**config.mk**
```make
export PLATFORM = sky130hd
export DESIGN_NAME = crc_barrett_unit
export DESIGN_NICKNAME = d
export VERILOG_FILES = /design/src/rtl/crc_barrett_pkg.sv /design/src/rtl/crc_clmul_lo.sv /design/src/rtl/crc_const_sel.sv /design/src/rtl/crc_operand_prep.sv /design/src/rtl/crc_barrett_unit.sv
export SDC_FILE = /design/constraint.sdc
export NUM_CORES = 1
export LEC_CHECK = 0
export ABC_CLOCK_PERIOD_IN_PS = 3080
export BUFFER_PORTS_ARGS = -buffer_cell sky130_fd_sc_hd__buf_2
export CAP_MARGIN = 20
export CORE_MARGIN = 4
export CORE_UTILIZATION = 30
export CTS_BUF_LIST = sky130_fd_sc_hd__clkbuf_4 sky130_fd_sc_hd__clkbuf_8 sky130_fd_sc_hd__clkbuf_16
export CTS_CLUSTER_SIZE = 16
export DETAILED_ROUTE_END_ITERATION = 10
export SLEW_MARGIN = 20
export SYNTH_ARGS = -nofsm -noshare
export SYNTH_HDL_FRONTEND = slang
export SYNTH_SLANG_ARGS = --single-unit
```
**constraint.sdc**
```tcl
create_clock -name clk_i -period 3.08 [get_ports clk_i]
set_input_delay 0 -clock clk_i [delete_from_list [all_inputs] [get_ports clk_i]]
set_output_delay 0 -clock clk_i [all_outputs]
set_load 0.01 [all_outputs]
```
**src/rtl/crc_barrett_pkg.sv**
```systemverilog
package crc_barrett_pkg;

  localparam int CRC_W = 32;

  typedef enum logic [1:0] {
    SZ_BYTE = 2'b00,
    SZ_HALF = 2'b01,
    SZ_WORD = 2'b10,
    SZ_WALT = 2'b11
  } crc_size_e;

  function automatic logic [CRC_W-1:0] bit_rev(input logic [CRC_W-1:0] v);
    logic [CRC_W-1:0] r;
    for (int i = 0; i < CRC_W; i++) r[i] = v[CRC_W-1-i];
    return r;
  endfunction

  // Quotient of x^(2W) by the full generator {1, P}; returns the bit
  // reversal of the quotient with its lowest bit shifted out.
  function automatic logic [CRC_W-1:0] recip_rev(input logic [CRC_W-1:0] poly_refl);
    logic [2*CRC_W:0] num;
    logic [2*CRC_W:0] gen;
    logic [CRC_W:0]   quo;
    num = '0;
    num[2*CRC_W] = 1'b1;
    gen = '0;
    gen[CRC_W:0] = {1'b1, bit_rev(poly_refl)};
    quo = '0;
    for (int i = 2*CRC_W; i >= CRC_W; i--) begin
      if (num[i]) begin
        num = num ^ (gen << (i - CRC_W));
        quo[i-CRC_W] = 1'b1;
      end
    end
    return bit_rev(quo[CRC_W:1]);
  endfunction

endpackage

```
**src/rtl/crc_clmul_lo.sv**
```systemverilog
module crc_clmul_lo #(
  parameter int W = 32
) (
  input  logic [W-1:0] a_i,
  input  logic [W-1:0] b_i,
  output logic [W-1:0] p_o
);

  logic [W-1:0] rows [W];

  for (genvar g = 0; g < W; g++) begin : g_row
    assign rows[g] = b_i[g] ? (a_i << g) : '0;
  end

  always_comb begin
    p_o = '0;
    for (int i = 0; i < W; i++) p_o = p_o ^ rows[i];
  end

endmodule

```
**src/rtl/crc_const_sel.sv**
```systemverilog
module crc_const_sel
  import crc_barrett_pkg::*;
#(
  parameter logic [CRC_W-1:0] POLY0_REFL = 32'hEDB88320,
  parameter logic [CRC_W-1:0] POLY1_REFL = 32'h82F63B78
) (
  input  logic             sel_i,
  output logic [CRC_W-1:0] recip_o,
  output logic [CRC_W-1:0] poly_o
);

  localparam int NPOLY = 2;
  localparam logic [CRC_W-1:0] REFL [NPOLY] = '{POLY0_REFL, POLY1_REFL};

  logic [CRC_W-1:0] recip_tab [NPOLY];
  logic [CRC_W-1:0] poly_tab  [NPOLY];

  for (genvar g = 0; g < NPOLY; g++) begin : g_const
    localparam logic [CRC_W-1:0] RECIP = recip_rev(REFL[g]);
    localparam logic [CRC_W-1:0] NORM  = bit_rev(REFL[g]);
    assign recip_tab[g] = RECIP;
    assign poly_tab[g]  = NORM;
  end

  assign recip_o = recip_tab[sel_i];
  assign poly_o  = poly_tab[sel_i];

endmodule

```
**src/rtl/crc_operand_prep.sv**
```systemverilog
module crc_operand_prep
  import crc_barrett_pkg::*;
(
  input  logic [CRC_W-1:0] operand_i,
  input  logic [1:0]       size_i,
  output logic [CRC_W-1:0] top_o,
  output logic [CRC_W-1:0] tail_o
);

  localparam int BW = CRC_W / 4;
  localparam int HW = CRC_W / 2;

  always_comb begin
    unique case (crc_size_e'(size_i))
      SZ_BYTE: begin
        top_o  = operand_i << (CRC_W - BW);
        tail_o = operand_i >> BW;
      end
      SZ_HALF: begin
        top_o  = operand_i << (CRC_W - HW);
        tail_o = operand_i >> HW;
      end
      default: begin
        top_o  = operand_i;
        tail_o = '0;
      end
    endcase
  end

endmodule

```
**src/rtl/crc_barrett_unit.sv**
```systemverilog
module crc_barrett_unit
  import crc_barrett_pkg::*;
#(
  parameter logic [CRC_W-1:0] POLY0_REFL = 32'hEDB88320,
  parameter logic [CRC_W-1:0] POLY1_REFL = 32'h82F63B78
) (
  input  logic             clk_i,
  input  logic             rst_i,
  input  logic             start_i,
  input  logic [CRC_W-1:0] operand_i,
  input  logic             poly_sel_i,
  input  logic [1:0]       size_i,
  output logic [CRC_W-1:0] result_o,
  output logic             done_o
);

  logic             busy_q;
  logic             sel_q;
  logic [CRC_W-1:0] quot_q;
  logic [CRC_W-1:0] tail_q;
  logic [CRC_W-1:0] result_q;
  logic             done_q;

  logic             sel_eff;
  logic [CRC_W-1:0] recip, poly_norm;
  logic [CRC_W-1:0] top, tail;
  logic [CRC_W-1:0] mul_a, mul_b, prod;
  logic             accept;

  assign accept  = start_i && !busy_q;
  assign sel_eff = busy_q ? sel_q : poly_sel_i;

  crc_const_sel #(
    .POLY0_REFL(POLY0_REFL),
    .POLY1_REFL(POLY1_REFL)
  ) u_const (
    .sel_i  (sel_eff),
    .recip_o(recip),
    .poly_o (poly_norm)
  );

  crc_operand_prep u_prep (
    .operand_i(operand_i),
    .size_i   (size_i),
    .top_o    (top),
    .tail_o   (tail)
  );

  // One multiplier shared by both phases.
  always_comb begin
    mul_a = busy_q ? quot_q    : top;
    mul_b = busy_q ? poly_norm : recip;
  end

  crc_clmul_lo #(.W(CRC_W)) u_clmul (
    .a_i(mul_a),
    .b_i(mul_b),
    .p_o(prod)
  );

  always_ff @(posedge clk_i) begin
    if (rst_i) begin
      busy_q   <= 1'b0;
      sel_q    <= 1'b0;
      quot_q   <= '0;
      tail_q   <= '0;
      result_q <= '0;
      done_q   <= 1'b0;
    end else begin
      done_q <= 1'b0;
      if (busy_q) begin
        busy_q   <= 1'b0;
        result_q <= tail_q ^ bit_rev(prod);
        done_q   <= 1'b1;
      end else if (accept) begin
        busy_q <= 1'b1;
        sel_q  <= poly_sel_i;
        quot_q <= bit_rev(prod);
        tail_q <= tail;
      end
    end
  end

  assign result_o = result_q;
  assign done_o   = done_q;

endmodule

```
Yosys cells after proc, flatten, opt, wreduce, memory -nomap -nowiden
Index checks and enable logic that the tools add are counted.
{"block": "word_totals", "output_inout_bits": 33, "inputBits": 38, "register_bits": 99}
{"block": "classes", "n_mux": 45, "magnitude_cmp": 1, "bitwise": 34, "n_reduce_logical": 5, "n_eq_ne": 1}
{"op": "2-to-1 mux 32 bit", "n": 38}
{"op": "bitwise XOR 32 bit", "n": 32}
{"op": "case mux 32 bit (2 select lines)", "n": 1}
{"op": "case mux 24 bit (2 select lines)", "n": 1}
{"op": "2-to-1 mux 30 bit", "n": 1}
{"op": "2-to-1 mux 29 bit", "n": 1}
{"op": "2-to-1 mux 1 bit", "n": 3}
{"op": "== test 2 x 1 -> 1 bit (second input constant)", "n": 1}
{"op": ">= comparator 2 bit (second input constant)", "n": 1}
{"op": "logical NOT 2 bit", "n": 1}
{"op": "inverter 1 -> 2 bit", "n": 1}
{"op": "AND reduction 2 bit", "n": 1}
{"op": "OR reduction 2 bit", "n": 1}
{"op": "logical AND 1 bit", "n": 1}
{"op": "logical NOT 1 bit", "n": 1}
{"op": "inverter 1 bit", "n": 1}

Logic depth before layout (Yosys ltp)
{"block": "depth", "ltp_word": 39, "mapped_depth": 13, "depth_no_buf": 9}

Modules after synthesis
From an unflattened synthesis, not the netlist that was laid out.
{"block": "hier_totals", "cells_unflattened": 1798, "hier_area_um2": 12728.5}
{"module": "crc_clmul_lo", "area_per_inst_um2": 6974.2, "instances": 1, "seq_area_each_um2": 0.0, "cells_each": 1124}
{"module": "crc_barrett_unit", "area_per_inst_um2": 4479.3, "instances": 1, "seq_area_each_um2": 1981.9, "cells_each": 499}
{"module": "crc_operand_prep", "area_per_inst_um2": 790.8, "instances": 1, "seq_area_each_um2": 0.0, "cells_each": 109}
{"module": "crc_const_sel", "area_per_inst_um2": 484.2, "instances": 1, "seq_area_each_um2": 0.0, "cells_each": 66}

Worst setup path after synthesis
OpenSTA, ideal clock, no wires.
{"block": "synth_path", "path_type": "register to register", "startpoint": "register busy_q", "endpoint": "register result_q[1], in the netlist result_o[1]", "slack_ns": 0.557, "n_path_buf": 1, "t_arrival_ns": 2.444, "path_stages_with_launch": 11, "synth_period_minus_slack_ns": 2.523, "path_cell_list": "dfxtp_1 nor2b_2 buf_6 a22oi_4 xnor2_4 xnor3_1 xnor3_1 xor2_1 xnor3_2 xnor2_1 a211oi_2"}
{"block": "synth_between", "elab_chain_cells": 39}
{"element": "start: declaration", "line": "crc_barrett_unit.sv:17", "rtl": "logic busy_q;"}
{"element": "start signal: assignment", "line": "crc_barrett_unit.sv:63", "rtl": "busy_q <= 1'b0;"}
{"element": "start signal: assignment", "line": "crc_barrett_unit.sv:72", "rtl": "busy_q <= 1'b0;"}
{"element": "start signal: assignment", "line": "crc_barrett_unit.sv:76", "rtl": "busy_q <= 1'b1;"}
{"element": "2-to-1 mux 1 bit", "line": "crc_barrett_unit.sv:31", "rtl": "assign sel_eff = busy_q ? sel_q : poly_sel_i;"}
{"element": "inverter 1 -> 2 bit (implied by the code)", "line": "crc_const_sel.sv:25, crc_const_sel.sv:26"}
{"element": "2-to-1 mux 29 bit (implied by the code)", "line": "crc_const_sel.sv:26", "rtl": "assign poly_o = poly_tab[sel_i];"}
{"element": "2-to-1 mux 32 bit (implied by the code) (2 in series)", "line": "crc_const_sel.sv:26"}
{"element": "2-to-1 mux 32 bit", "line": "crc_barrett_unit.sv:52", "rtl": "mul_b = busy_q ? poly_norm : recip;"}
{"element": "2-to-1 mux 32 bit", "line": "crc_clmul_lo.sv:12", "rtl": "assign rows[g] = b_i[g] ? (a_i << g) : '0;"}
{"element": "bitwise XOR 32 bit (31 in series)", "line": "crc_clmul_lo.sv:17", "rtl": "for (int i = 0; i < W; i++) p_o = p_o ^ rows[i];"}
{"element": "bitwise XOR 32 bit", "line": "crc_barrett_unit.sv:73", "rtl": "result_q <= tail_q ^ bit_rev(prod);"}
{"element": "end signal: assignment", "line": "crc_barrett_unit.sv:73"}
{"element": "end: declaration", "line": "crc_barrett_unit.sv:21", "rtl": "logic [CRC_W-1:0] result_q;"}
Parallel ways exist; a longest one is shown, timed or not. The select of a mux whose other input is x is not followed.
A chain may end at the register's enable or synchronous reset.

Final worst setup path
{"block": "layout_path", "startpoint": "register busy_q", "endpoint": "register result_q[10], in the netlist result_o[10]"}
Same word-level chain as after synthesis.

==> run metrics <==
RSZ-0062 raised after global routing=yes; number of unique standard cell types used by synthesis=84; Top FF cell, synth=dfxtp_1; Worst Path Arrival=3.31 ns; Seq/Total Area, Yosys=approximately 17%; Power, Total=between 8 and 9 mW; TritonCTS clock tree=done; min cycle time layout=3.03 ns; Critical Path RT=3.35 ns; setup-violating endpoint count in the final report=0; largest net degree at the start of global routing=61; num rows=between 60 and 70; Fill cells=3814; weighted congestion at the end of routability-driven global placement=1.02; number of vias per cell after detailed routing=5.75; total nets after synthesis=1451; detailed-route DRC error count=0; final period utilization=~99%; placed cells=1994; IR drop worst, VDD=0.422 mV; Worst Path Max Fanout=32; violation count after the first detailed-routing iteration=around 1400; number of synthesized flops with an enable pin=0; cell area after technology mapping=11000 um^2; Synth Instances=1413; Routed met1 length=22.1 mm; buffers from clock root to sink, at most=2; number of detailed-route iterations in the first pass=7; post-route ant nets=0; area of the core=roughly 36000 um^2; CTS H-tree depth=3; multi-input gate area in the final layout=8510 um^2; worst path setup slack after routing=0.0461 ns; starting density of the core=between 30% and 40%; Layout Area Growth over Synthesis=21.6%; Max transition margin=47.7%; maxcap violations=0; number of storage elements in the synthesis netlist=91; combined flip-flop and latch cell area=1830 um^2; non-filler instance count after layout=2024; Clk pin slew, worst setup/hold paths=0.08 ns; class of the tightest hold or removal check=in2reg; GRT Overall Usage=27.4%; worst skew pair latency=0.35 ns; share of final-layout standard cells stronger than drive strength 1=24.6%; share of flip-flops with an asynchronous set or reset after synthesis=0%; cell area after placement=12900 um^2; status=finished, final reports clean; Die Height=200 um; Finished Core Util=37.3%; area of the die=39900 um^2; num ports=71; Detailed Route WL=55.8 mm; leakage power=5.36 nW; Clk Tree Root Cell=clkbuf_16; worst setup timing slack at the placement stage=-0.157 ns; Die Wd=200 um; quantity of I/O buffers inserted on ports=70; initial antenna violation count=1; Power Dens Cells=645 nW/um^2; highest clock frequency the design can meet=0.330 GHz; Clock Skew=between 0.01 and 0.015 ns; type of element launching the critical path=flop; first-pass GRT wire length=between 70 and 80 mm; Critical Path Sink Type=flop; met3 routed wirelength=4.59 mm; total clock sinks=91; Slew @ Worst Pin=0.778 ns; wire per inst=27.6 um; number of max-slew violations in the final report=0; highest routed metal layer=met4; dpl hpwl=43.4 mm; Yosys Warn Count=0; number of failing hold endpoints at the final stage=0; nets=1595; vias in the first global route=11200; CTS buffer count=9; summed area of non-filler cells in the final layout=13400 um^2; GR Overflow Total=0; via total after detailed routing=11600; DR WL met2=25.1 mm; path type of the worst setup path=reg2reg; average footprint of a synthesized cell=7.80 um^2
-- sequential cells by signal, indices dropped and copies added, names as in the netlist --
register	count
result_o	32
tail_q	24
quot_q	32
done_o	1
busy_q	1
sel_q	1
-- placed cells by master (no fill, tap or decap), types with 9 or more instances in the layout --
cell type  netlist  layout
a211oi_1        31      31
a21oi_1         95      93
a22oi_1         38      38
a31oi_1         27      27
and2_1          17      17
buf_12           0      17
buf_2           44      70
buf_4           15     181
clkbuf_16        0       9
dfxtp_1         91      88
mux2_2          21      21
mux2i_1         42      41
nand2_1        128     126
nand2b_1        18      17
nand3_1         22      22
nand3b_1        15      15
nor2_1         142     142
nor2b_1         16      13
nor3_1          12      12
o211ai_1        14      14
o21ai_0         54      53
o22ai_1         20      20
xnor2_1        218     210
xnor2_2          3      11
xnor3_1         19      15
xor2_1          85      82
-- through the flow --
stage                     setup TNS (ns)  hold WS, ns
after floorplan                        0        0.148
after global placement            -0.280        0.285
after detailed placement          -0.206        0.295
after CTS                              0       0.0733
after global routing              -0.107        0.106
final                                  0       0.0887
-- cells in the mapped netlist (19+ instances only) --
| cell type | n | area [um^2] |
|---|---|---|
| a211oi_1 | 31 | 233 |
| a21oi_1 | 95 | 475 |
| a22oi_1 | 38 | 285 |
| a31oi_1 | 27 | 169 |
| buf_2 | 44 | 220 |
| clkbuf_1 | 58 | 218 |
| dfxtp_1 | 91 | 1820 |
| mux2_2 | 21 | 236 |
| mux2i_1 | 42 | 420 |
| nand2_1 | 128 | 480 |
| nand3_1 | 22 | 110 |
| nor2_1 | 142 | 533 |
| o21ai_0 | 54 | 270 |
| o22ai_1 | 20 | 125 |
| xnor2_1 | 218 | 1910 |
| xnor3_1 | 19 | 428 |
| xor2_1 | 85 | 744 |
-- report_power, final --
group / internal [mW] / total, mW / switching, mW
combinational: 2.67 / 5.97 / 3.30
clock: 0.561 / 1.10 / 0.540
sequential: 1.35 / 1.58 / 0.230
-- final timing paths --
check | start | to | slack (ns) | depth (start not counted)
worst max-delay path | busy_q | result_o[10] | 0.05 | 14
worst min-delay path | operand_i[21] | tail_q[5] | 0.09 | 4
worst max register to register | busy_q | result_o[10] | 0.05 | 14
worst min register to register | result_o[31] | result_o[31] | 0.47 | 2
-- final cells by class --
type	instances	share of cell area [%]
multi-input cells	1166	63.5
repair buffers	279	16.1
flip-flops and latches	91	13.6
well taps	461	4.30
clock buffers	9	1.68
clock inverters	7	0.439
inverters	10	0.299
diodes	1	0.0187
-- layer usage --
layer / global-route usage (%) / vias to the layer above
met5: 0 / -
met1: 35.5 / 5602
li1: - / 5206
met4: 14.8 / 0
met2: 44.3 / 674
met3: 3.66 / 166
-- cell families (layout without fill, tap and decap cells) --
kind of cell | after synthesis | in the layout | synth area share, %
AOI/OAI and AO/OA | 371 | 371 | 23.7
xor gates and xnor gates | 330 | 330 | 29.4
buffers and inverters | 156 | 305 | 7.48
DFF | 91 | 91 | 16.5
muxes | 65 | 65 | 6.26
other | 0 | 1 | 0
and+or+nand+nor | 400 | 400 | 16.6
-- what timing repair did --
| action | CTS | global route |
|---|---|---|
| endpoints found under the hold margin | 8 | 0 |
| endpoints found under the setup margin | 5 | 17 |
| hold buffers | 8 | 0 |
| setup buffers | 3 | 2 |
| resized for setup | 1 | 31 |
| pin swaps | 1 | 4 |
| cloned | 0 | 0 |
-- worst max-delay path, stage by stage, from the launching register on --
cell	delay [ns]
dfxtp_4	0.41
buf_12	0.18
and3b_2	0.34
buf_4	0.16
nand3_1	0.19
nand2_1	0.16
xor2_1	0.29
buf_4	0.17
xnor2_1	0.07
xor2_1	0.14
buf_4	0.15
xnor2_1	0.25
buf_4	0.21
nand4_1	0.10
o221ai_1	0.10
Power figures use the tool's default switching activity.
